[src/rtl/hadd_unit.sv]
module hadd_unit #(
  parameter int LANE_W = 8,
  parameter int LANES  = 4
) (
  input  logic                           clk,
  input  logic                           rst_n,
  input  logic                           in_valid,
  input  logic [1:0]                     op,
  input  logic [LANE_W*LANES-1:0]        src_a,
  input  logic [LANE_W*LANES-1:0]        src_b,
  input  logic [LANES-1:0]               mask_sel,
  input  logic [LANES-1:0]               mask_dbl,
  input  logic [$clog2(LANE_W*LANES)-1:0] shamt,
  output logic                           out_valid,
  output logic [LANE_W*LANES-1:0]        result
);
  localparam int DATA_W = LANE_W * LANES;
  localparam int SUM_W  = LANE_W + 1 + $clog2(LANES);
  localparam logic [1:0] OP_PLAIN = 2'b00;
  localparam logic [1:0] OP_DBL   = 2'b01;
  localparam logic [1:0] OP_SEL   = 2'b10;
  localparam logic [1:0] OP_ADDSH = 2'b11;
  localparam logic [SUM_W-1:0] SAT_MAX = SUM_W'((1 << LANE_W) - 1);

  logic [SUM_W-1:0] term [LANES];
  logic [SUM_W-1:0] lane_sum;
  logic [LANE_W-1:0] sat_byte;
  logic [DATA_W-1:0] wide_sum;
  logic [DATA_W-1:0] next_res;

  for (genvar i = 0; i < LANES; i++) begin : g_lane
    logic [LANE_W-1:0] byte_v;
    logic incl, dbl;
    assign byte_v  = src_a[i*LANE_W +: LANE_W];
    assign incl    = (op == OP_SEL) ? mask_sel[i] : 1'b1;
    assign dbl     = (op == OP_DBL || op == OP_SEL) && mask_dbl[i];
    assign term[i] = !incl ? '0 :
                     dbl   ? SUM_W'({byte_v, 1'b0}) : SUM_W'(byte_v);
  end

  always_comb begin
    lane_sum = '0;
    for (int i = 0; i < LANES; i++) lane_sum = lane_sum + term[i];
  end

  assign sat_byte = (lane_sum > SAT_MAX) ? '1 : lane_sum[LANE_W-1:0];
  assign wide_sum = src_a + src_b;
  assign next_res = (op == OP_ADDSH) ? (wide_sum >> shamt)
                                     : DATA_W'(sat_byte);

  always_ff @(posedge clk or negedge rst_n) begin
    if (!rst_n) begin
      out_valid <= 1'b0;
      result    <= '0;
    end else begin
      out_valid <= in_valid;
      if (in_valid) result <= next_res;
    end
  end

  p_valid_follows_r2: assert property (@(posedge clk) disable iff (!rst_n)
    in_valid |=> out_valid);
  p_no_spurious_valid_r2: assert property (@(posedge clk) disable iff (!rst_n)
    !in_valid |=> !out_valid);
  p_hold_idle_r8: assert property (@(posedge clk) disable iff (!rst_n)
    !in_valid |=> $stable(result));
  p_byte_bound_r4: assert property (@(posedge clk) disable iff (!rst_n)
    (in_valid && op != OP_ADDSH) |=> (result[DATA_W-1:LANE_W] == '0));
  p_addsh_noshift_r7: assert property (@(posedge clk) disable iff (!rst_n)
    (in_valid && op == OP_ADDSH && shamt == '0) |=> (result == $past(src_a + src_b)));
  p_reset_clear_r1: assert property (@(posedge clk)
    !rst_n |-> (!out_valid && result == '0));
endmodule

[config.mk]
export PLATFORM = sky130hd
export DESIGN_NAME = hadd_unit
export DESIGN_NICKNAME = d
export VERILOG_FILES = /design/src/rtl/hadd_unit.sv
export SDC_FILE = /design/constraint.sdc
export NUM_CORES = 1
export LEC_CHECK = 0
export ABC_AREA = 1
export BUFFER_PORTS_ARGS = -buffer_cell sky130_fd_sc_hd__buf_4
export CAP_MARGIN = 20
export CELL_PAD_IN_SITES_DETAIL_PLACEMENT = 2
export CELL_PAD_IN_SITES_GLOBAL_PLACEMENT = 2
export CORE_ASPECT_RATIO = 0.6
export CORE_MARGIN = 2
export CORE_UTILIZATION = 32
export DETAILED_ROUTE_END_ITERATION = 12
export PLACE_DENSITY_LB_ADDON = 0.1
export REMOVE_ABC_BUFFERS = 1
export SETUP_SLACK_MARGIN = 0.1
export SLEW_MARGIN = 15
export SYNTH_ARGS = -nofsm -noshare
export SYNTH_HDL_FRONTEND = slang
export SYNTH_SLANG_ARGS = --single-unit
[constraint.sdc]
create_clock -name clk -period 1.2 [get_ports clk]
set_input_delay 0.12 -clock clk [delete_from_list [all_inputs] [get_ports clk]]
set_output_delay 0.12 -clock clk [all_outputs]
set_load 0.005 [all_outputs]
==> flow_summary.ini, run 1 <==
[clock_network]
hold_buffers = 1
htreeDepth = 2
cts_resized = 604
numCtsBuffers = 5
cts-root-buf = clkbuf_16
cts.sinks = 33
postCtsSetupBuffers = 66
clock_path_buffers = 2

[synthesis]
synth_cells = 1230
syn_avg_cell_area_um2 = 5.60
async_reset_ff_share_pct = 100
ys_seq_elements = 33
yosysMostFrequentCell = nand2_1
synth_ff_type = dfrtp_1
synth_edf_count = 0
netlist-cell-type-count = 41
yosysTopAreaCellShare_pct = 22.6
ys_seq_area_share_pct = 12.0
ys_warn_count = 0
synth_area_leader_cell = nand2_1
synthTopCellsByCount = 414 x nand2_1, 202 x nand3_1, 177 x inv_1, 92 x nor2_1
synth_area_um2 = 6880
synth.top_cells.by_area = nand2_1 23%, nand3_1 15%, dfrtp_1 12%, inv_1 9.7%, ha_1 7.8%

[placement]
portBuffers = 114
place_hpwl_um = 35500
dpl.cell_count = 1789
gp_congestion = 0.954

[run_status]
haltStage = clock tree synthesis (4_1_cts)
status = aborted with a tool error
first-error = [ERROR DPL-0033] detailed placement checks failed during check placement.

[floorplan]
die_w_um = 193
start_util_pct = 32.7
row_count = 41
ios = 115
die_y_um = 118
-- through the flow --
| stage | setup slack [ns] | setup TNS [ns] | area [um2] |
|---|---|---|---|
| after floorplan | -2.79 | -40.67 | 6750 |
| after global placement | -2.92 | -56.19 | 9520 |
| after detailed placement | -3.37 | -64.62 | 9520 |
-- cell families after synthesis --
| group | count (synthesis) | synth area share, % |
|---|---|---|
| multiplexers | 1 | 0.145 |
| AO/OA/AOI/OAI | 116 | 9.53 |
| XOR/XNOR | 13 | 1.65 |
| buffers and inverters | 219 | 12.3 |
| AND/OR/NAND/NOR | 786 | 51.0 |
| adder cells (fa/ha/maj) | 62 | 13.3 |
| flip-flops | 33 | 12.0 |
==> inputs of run 2 (changes only) <==
==> config.mk (replaced) <==
export PLATFORM = sky130hd
export DESIGN_NAME = hadd_unit
export DESIGN_NICKNAME = d
export VERILOG_FILES = /design/src/rtl/hadd_unit.sv
export SDC_FILE = /design/constraint.sdc
export NUM_CORES = 1
export LEC_CHECK = 0
export ABC_AREA = 1
export BUFFER_PORTS_ARGS = -buffer_cell sky130_fd_sc_hd__buf_4
export CAP_MARGIN = 20
export CORE_MARGIN = 2
export CORE_UTILIZATION = 40
export DETAILED_ROUTE_END_ITERATION = 12
export PLACE_DENSITY_LB_ADDON = 0.15
export REMOVE_ABC_BUFFERS = 1
export SLEW_MARGIN = 15
export SYNTH_ARGS = -nofsm -noshare
export SYNTH_HDL_FRONTEND = slang
export SYNTH_SLANG_ARGS = --single-unit
==> run 2 against run 1 <==
The flow now finishes, with violations (negative setup slack). Area after synthesis unchanged. Synthesized cell count unchanged.
==> flow_summary.ini, run 2 <==
[route]
dr_wl_met3_um = 1640
viasPerCell = 5.61
postRouteAntennaNets = 0
first_pass_iters = 6
met2_wirelength_um = 16600
wl_met1_um = 12500
drt_wl_total_um = 32200
route.detailed.drc = 0
drt-initial-drc-count = 715
vias = 9970
routed.top_layer = met4
wl_per_cell_um = 18.1

[floorplan]
row_count = 47
core_um2 = 16700
start_util_pct = 41.2
die_area_um2 = 18300
ios = 115
die_y_um = 135
die_w_um = 135

[sta]
maxSlewViolCount = 0
fin_skew_ns = 0
fin_tns_setup_ns = -40.26
setup-violations-final = 32
setup_ws_ns = -2.47
rsz0062_at_grt = yes
max_freq_ghz = 0.273
hold_violations = 0
worstMarginPinSlew_ns = 0.716
period_share_pct = 306
relSlewSlack_pct = 52.1
finalCriticalPeriod_ns = 3.67

[clock_network]
worstSkewPairLatency_ns = 0.27
cts_tree = built
numCtsBuffers = 5
clk_pin_slew_ns = 0.05
clock_path_buffers = 2
cts-root-buf = clkbuf_16
cts.sinks = 33
htreeDepth = 2

[synthesis]
ys_seq_elements = 33
synth.top_cells.by_area = nand2_1 23%, nand3_1 15%, dfrtp_1 12%, inv_1 9.7%, ha_1 7.8%
yosysTopAreaCellShare_pct = 22.6
async_reset_ff_share_pct = 100
synth_cells = 1230
syn_avg_cell_area_um2 = 5.60
synth_area_um2 = 6880
synth_ff_type = dfrtp_1
netlist-cell-type-count = 41
synthTopCellsByCount = 414 x nand2_1, 202 x nand3_1, 177 x inv_1, 92 x nor2_1
ys_warn_count = 0
yosysMostFrequentCell = nand2_1
ys_seq_area_share_pct = 12.0
synth_area_leader_cell = nand2_1
synth_edf_count = 0

[power_and_ir_drop]
powerDensity_nw_per_um2 = 1050
p_leak_nw = 6.52
worst_ir_drop_vdd_v = 0.00145

[layout]
fin_cells = 1778
insertedDiodeCount = 0
area.sequential_um2 = 826
final_area_um2 = 13000
final_common_cell = buf_4
largest_reg_flops = 32
final_cell_mix = 271 x buf_4, 234 x nand2_1, 137 x nand2_2
largest_register = result
top_regs = result: 32 flops, out_valid: 1 flops
fillerInstances = 1144
num-nets-final = 1701
syn2layout_area_growth_pct = 89.6
drive_gt1_share_pct = 58.2
multi_input_area_um2 = 8040

[critical_path]
ff2ff_setup_slack_ns = 0.36
cp.arrival_ns = 3.87
cp.required_ns = 1.40
rr_worst_depth = 2
critPathLaunchType = input pin
worstReg2RegStart = result[3]
crit_type = in -> reg
cp_max_fo = 7
startpoint = op[0]
endpoint_kind = register
worst_r2r_endpoint = result[3]

[run_status]
violations = negative setup slack
status = complete, but fails checks

[hold_path]
holdPathEnd = out_valid
hold_class = in -> reg
min_path_cells = 2
hp-start = in_valid

[grt]
grt_pass1_vias = 9337
grt_max_degree = 34
grt_first_pass_wirelength_um = 44800
grt_antenna_before_repair = 0
grt_overflow = 0
grt.total_usage_pct = 30.5

[flow_run]
max_cap_violations = 0

[placement]
place_area_um2 = 9330
portBuffers = 114
dpl.cell_count = 1716
place_ws_ns = -3.12
gp_congestion = 0.932
place_hpwl_um = 21400
[run 2: stage by stage]
step	hold slack [ns]	utilization [%]	power, W
3_3_place_gp	0.0813	55.9	0.00811
6_report	0.177	78.1	0.0138
4_1_cts	0.172	69.8	0.0118
2_1_floorplan	-0.176	-	0.00526
5_1_grt	0.190	78.1	0.0146
3_5_place_dp	0.0900	55.9	0.00819
[run 2: logic make-up (layout without fill, tap and decap cells)]
kind of cell / after synthesis / in the layout / synth area share, %
mux: 1 / 1 / 0.145
fa+ha+maj: 62 / 62 / 13.3
xor+xnor: 13 / 13 / 1.65
compound gates: 116 / 116 / 9.53
simple gates: 786 / 786 / 51.0
flops: 33 / 33 / 12.0
buf+inv: 219 / 547 / 12.3
[run 2: what timing repair did]
| action | 4_1_cts | 5_1_grt |
|---|---|---|
| endpoints found under the hold margin | 33 | 0 |
| endpoints found under the setup margin | 32 | 32 |
| setup buffers | 31 | 24 |
| hold buffers | 1 | 0 |
| pin swaps | 205 | 269 |
| resized for setup | 438 | 330 |
[run 2: worst max-delay path by stage]
stage                end  slack, ns  cells after the start
2_1_floorplan  result[0]      -2.79                     22
4_1_cts        result[7]      -2.42                     24
3_5_place_dp   result[2]      -3.12                     23
6_report       result[6]      -2.47                     25
5_1_grt        result[6]      -2.62                     25
3_3_place_gp   result[6]      -3.01                     23
[run 2: layout make-up]
type,count,share of cell area [%]
Timing Repair Buffer,349,22.9
Clock buffer,7,1.09
Inverter,190,5.76
Tap cell,220,2.11
Multi-Input combinational cell,978,61.6
Sequential cell,33,6.33
Clock inverter,1,0.230
[run 2: per-layer routing]
layer,vias up,GRT usage [%]
li1,4616,-
met1,4774,38.6
met2,445,56.9
met3,135,2.36
met4,0,6.13
met5,-,0
[run 2: report_power, final]
part	internal, W	switching (W)
Clock	0.00104	0.000477
Combinational	0.00503	0.00581
Sequential	0.00128	0.000119
[run 2: critical path, stage by stage]
cell        delay, ns
buf_8            0.10
inv_4            0.05
ha_4             0.13
clkinvlp_4       0.18
buf_6            0.19
nor2_4           0.11
inv_4            0.06
o21ai_0          0.09
nor2_1           0.09
fa_1             0.60
inv_2            0.05
fa_1             0.54
inv_2            0.04
ha_4             0.29
nand2_2          0.06
o21ai_2          0.14
nand4_1          0.10
nand2_1          0.12
xor2_2           0.20
nor2_4           0.06
buf_6            0.12
nand4_1          0.07
nand2_1          0.06
a21boi_2         0.15
a21oi_2          0.12
No activity file was read; power rests on OpenSTA's default activity.
==> inputs of run 3 (changes only) <==
--- a/config.mk
+++ b/config.mk
@@ -9,7 +9,7 @@
 export BUFFER_PORTS_ARGS = -buffer_cell sky130_fd_sc_hd__buf_4
 export CAP_MARGIN = 20
 export CORE_MARGIN = 2
-export CORE_UTILIZATION = 40
+export CORE_UTILIZATION = 50
 export DETAILED_ROUTE_END_ITERATION = 12
 export PLACE_DENSITY_LB_ADDON = 0.15
 export REMOVE_ABC_BUFFERS = 1
==> run 3 against run 2 <==
The run now fails in global routing (5_1_grt). Synthesized cell count did not move. Area after synthesis unchanged.
==> flow_summary.ini, run 3 <==
[placement]
place_ws_ns = -3.03
place_hpwl_um = 20600
portBuffers = 114
gp_congestion = 0.982

[clock_network]
cts-root-buf = clkbuf_16
cts.sinks = 33
clock_path_buffers = 2
htreeDepth = 2
numCtsBuffers = 5

[run_status]
first-error = [ERROR GRT-0232] Routing congestion too high. Check the congestion heatmap in the GUI.
haltStage = global routing (5_1_grt)
status = aborted with a tool error

[synthesis]
synth.top_cells.by_area = nand2_1 23%, nand3_1 15%, dfrtp_1 12%, inv_1 9.7%, ha_1 7.8%
ys_warn_count = 0
netlist-cell-type-count = 41
synth_edf_count = 0
synth_area_leader_cell = nand2_1
ys_seq_elements = 33
syn_avg_cell_area_um2 = 5.60
yosysMostFrequentCell = nand2_1
synth_area_um2 = 6880
synth_ff_type = dfrtp_1
yosysTopAreaCellShare_pct = 22.6
async_reset_ff_share_pct = 100
synth_cells = 1230
synthTopCellsByCount = 414 x nand2_1, 202 x nand3_1, 177 x inv_1, 92 x nor2_1
ys_seq_area_share_pct = 12.0

[floorplan]
ios = 115
row_count = 42
die_y_um = 121
die_w_um = 121
start_util_pct = 51.6

[grt]
grt_overflow = 67
grt.total_usage_pct = 76.2
grt_max_degree = 34

[sta]
postGrtWorstEndpoint = result[0]$_DFFE_PN0P_/D
worstEndpointType = register input
[run 3: cells by family after synthesis]
group,after synthesis,share of synthesized area [%]
XOR/XNOR,13,1.65
adder cells (fa/ha/maj),62,13.3
AO/OA/AOI/OAI,116,9.53
flip-flops,33,12.0
multiplexers,1,0.145
buffers and inverters,219,12.3
AND/OR/NAND/NOR,786,51.0
[run 3: stage by stage]
| step | instance area [um2] | hold WS [ns] | instances |
|---|---|---|---|
| after floorplan | 6750 | -0.176 | 1201 |
| after global placement | 9200 | 0.0751 | 1666 |
| after detailed placement | 9200 | 0.0748 | 1666 |
| after CTS | 11400 | 0.120 | 1701 |
[run 3: layer usage]
layer  GRT overflow  track usage (%)
met1              1             76.6
met2             38             92.2
met3              3             64.3
met4             25             72.3
met5              0             16.2
[run 3: timing repair]
action / 4_1_cts
pin swaps: 167
endpoints found under the setup margin: 32
buffers inserted: 27
endpoints found under the hold margin: 33
hold buffers: 1
gates resized for setup: 405
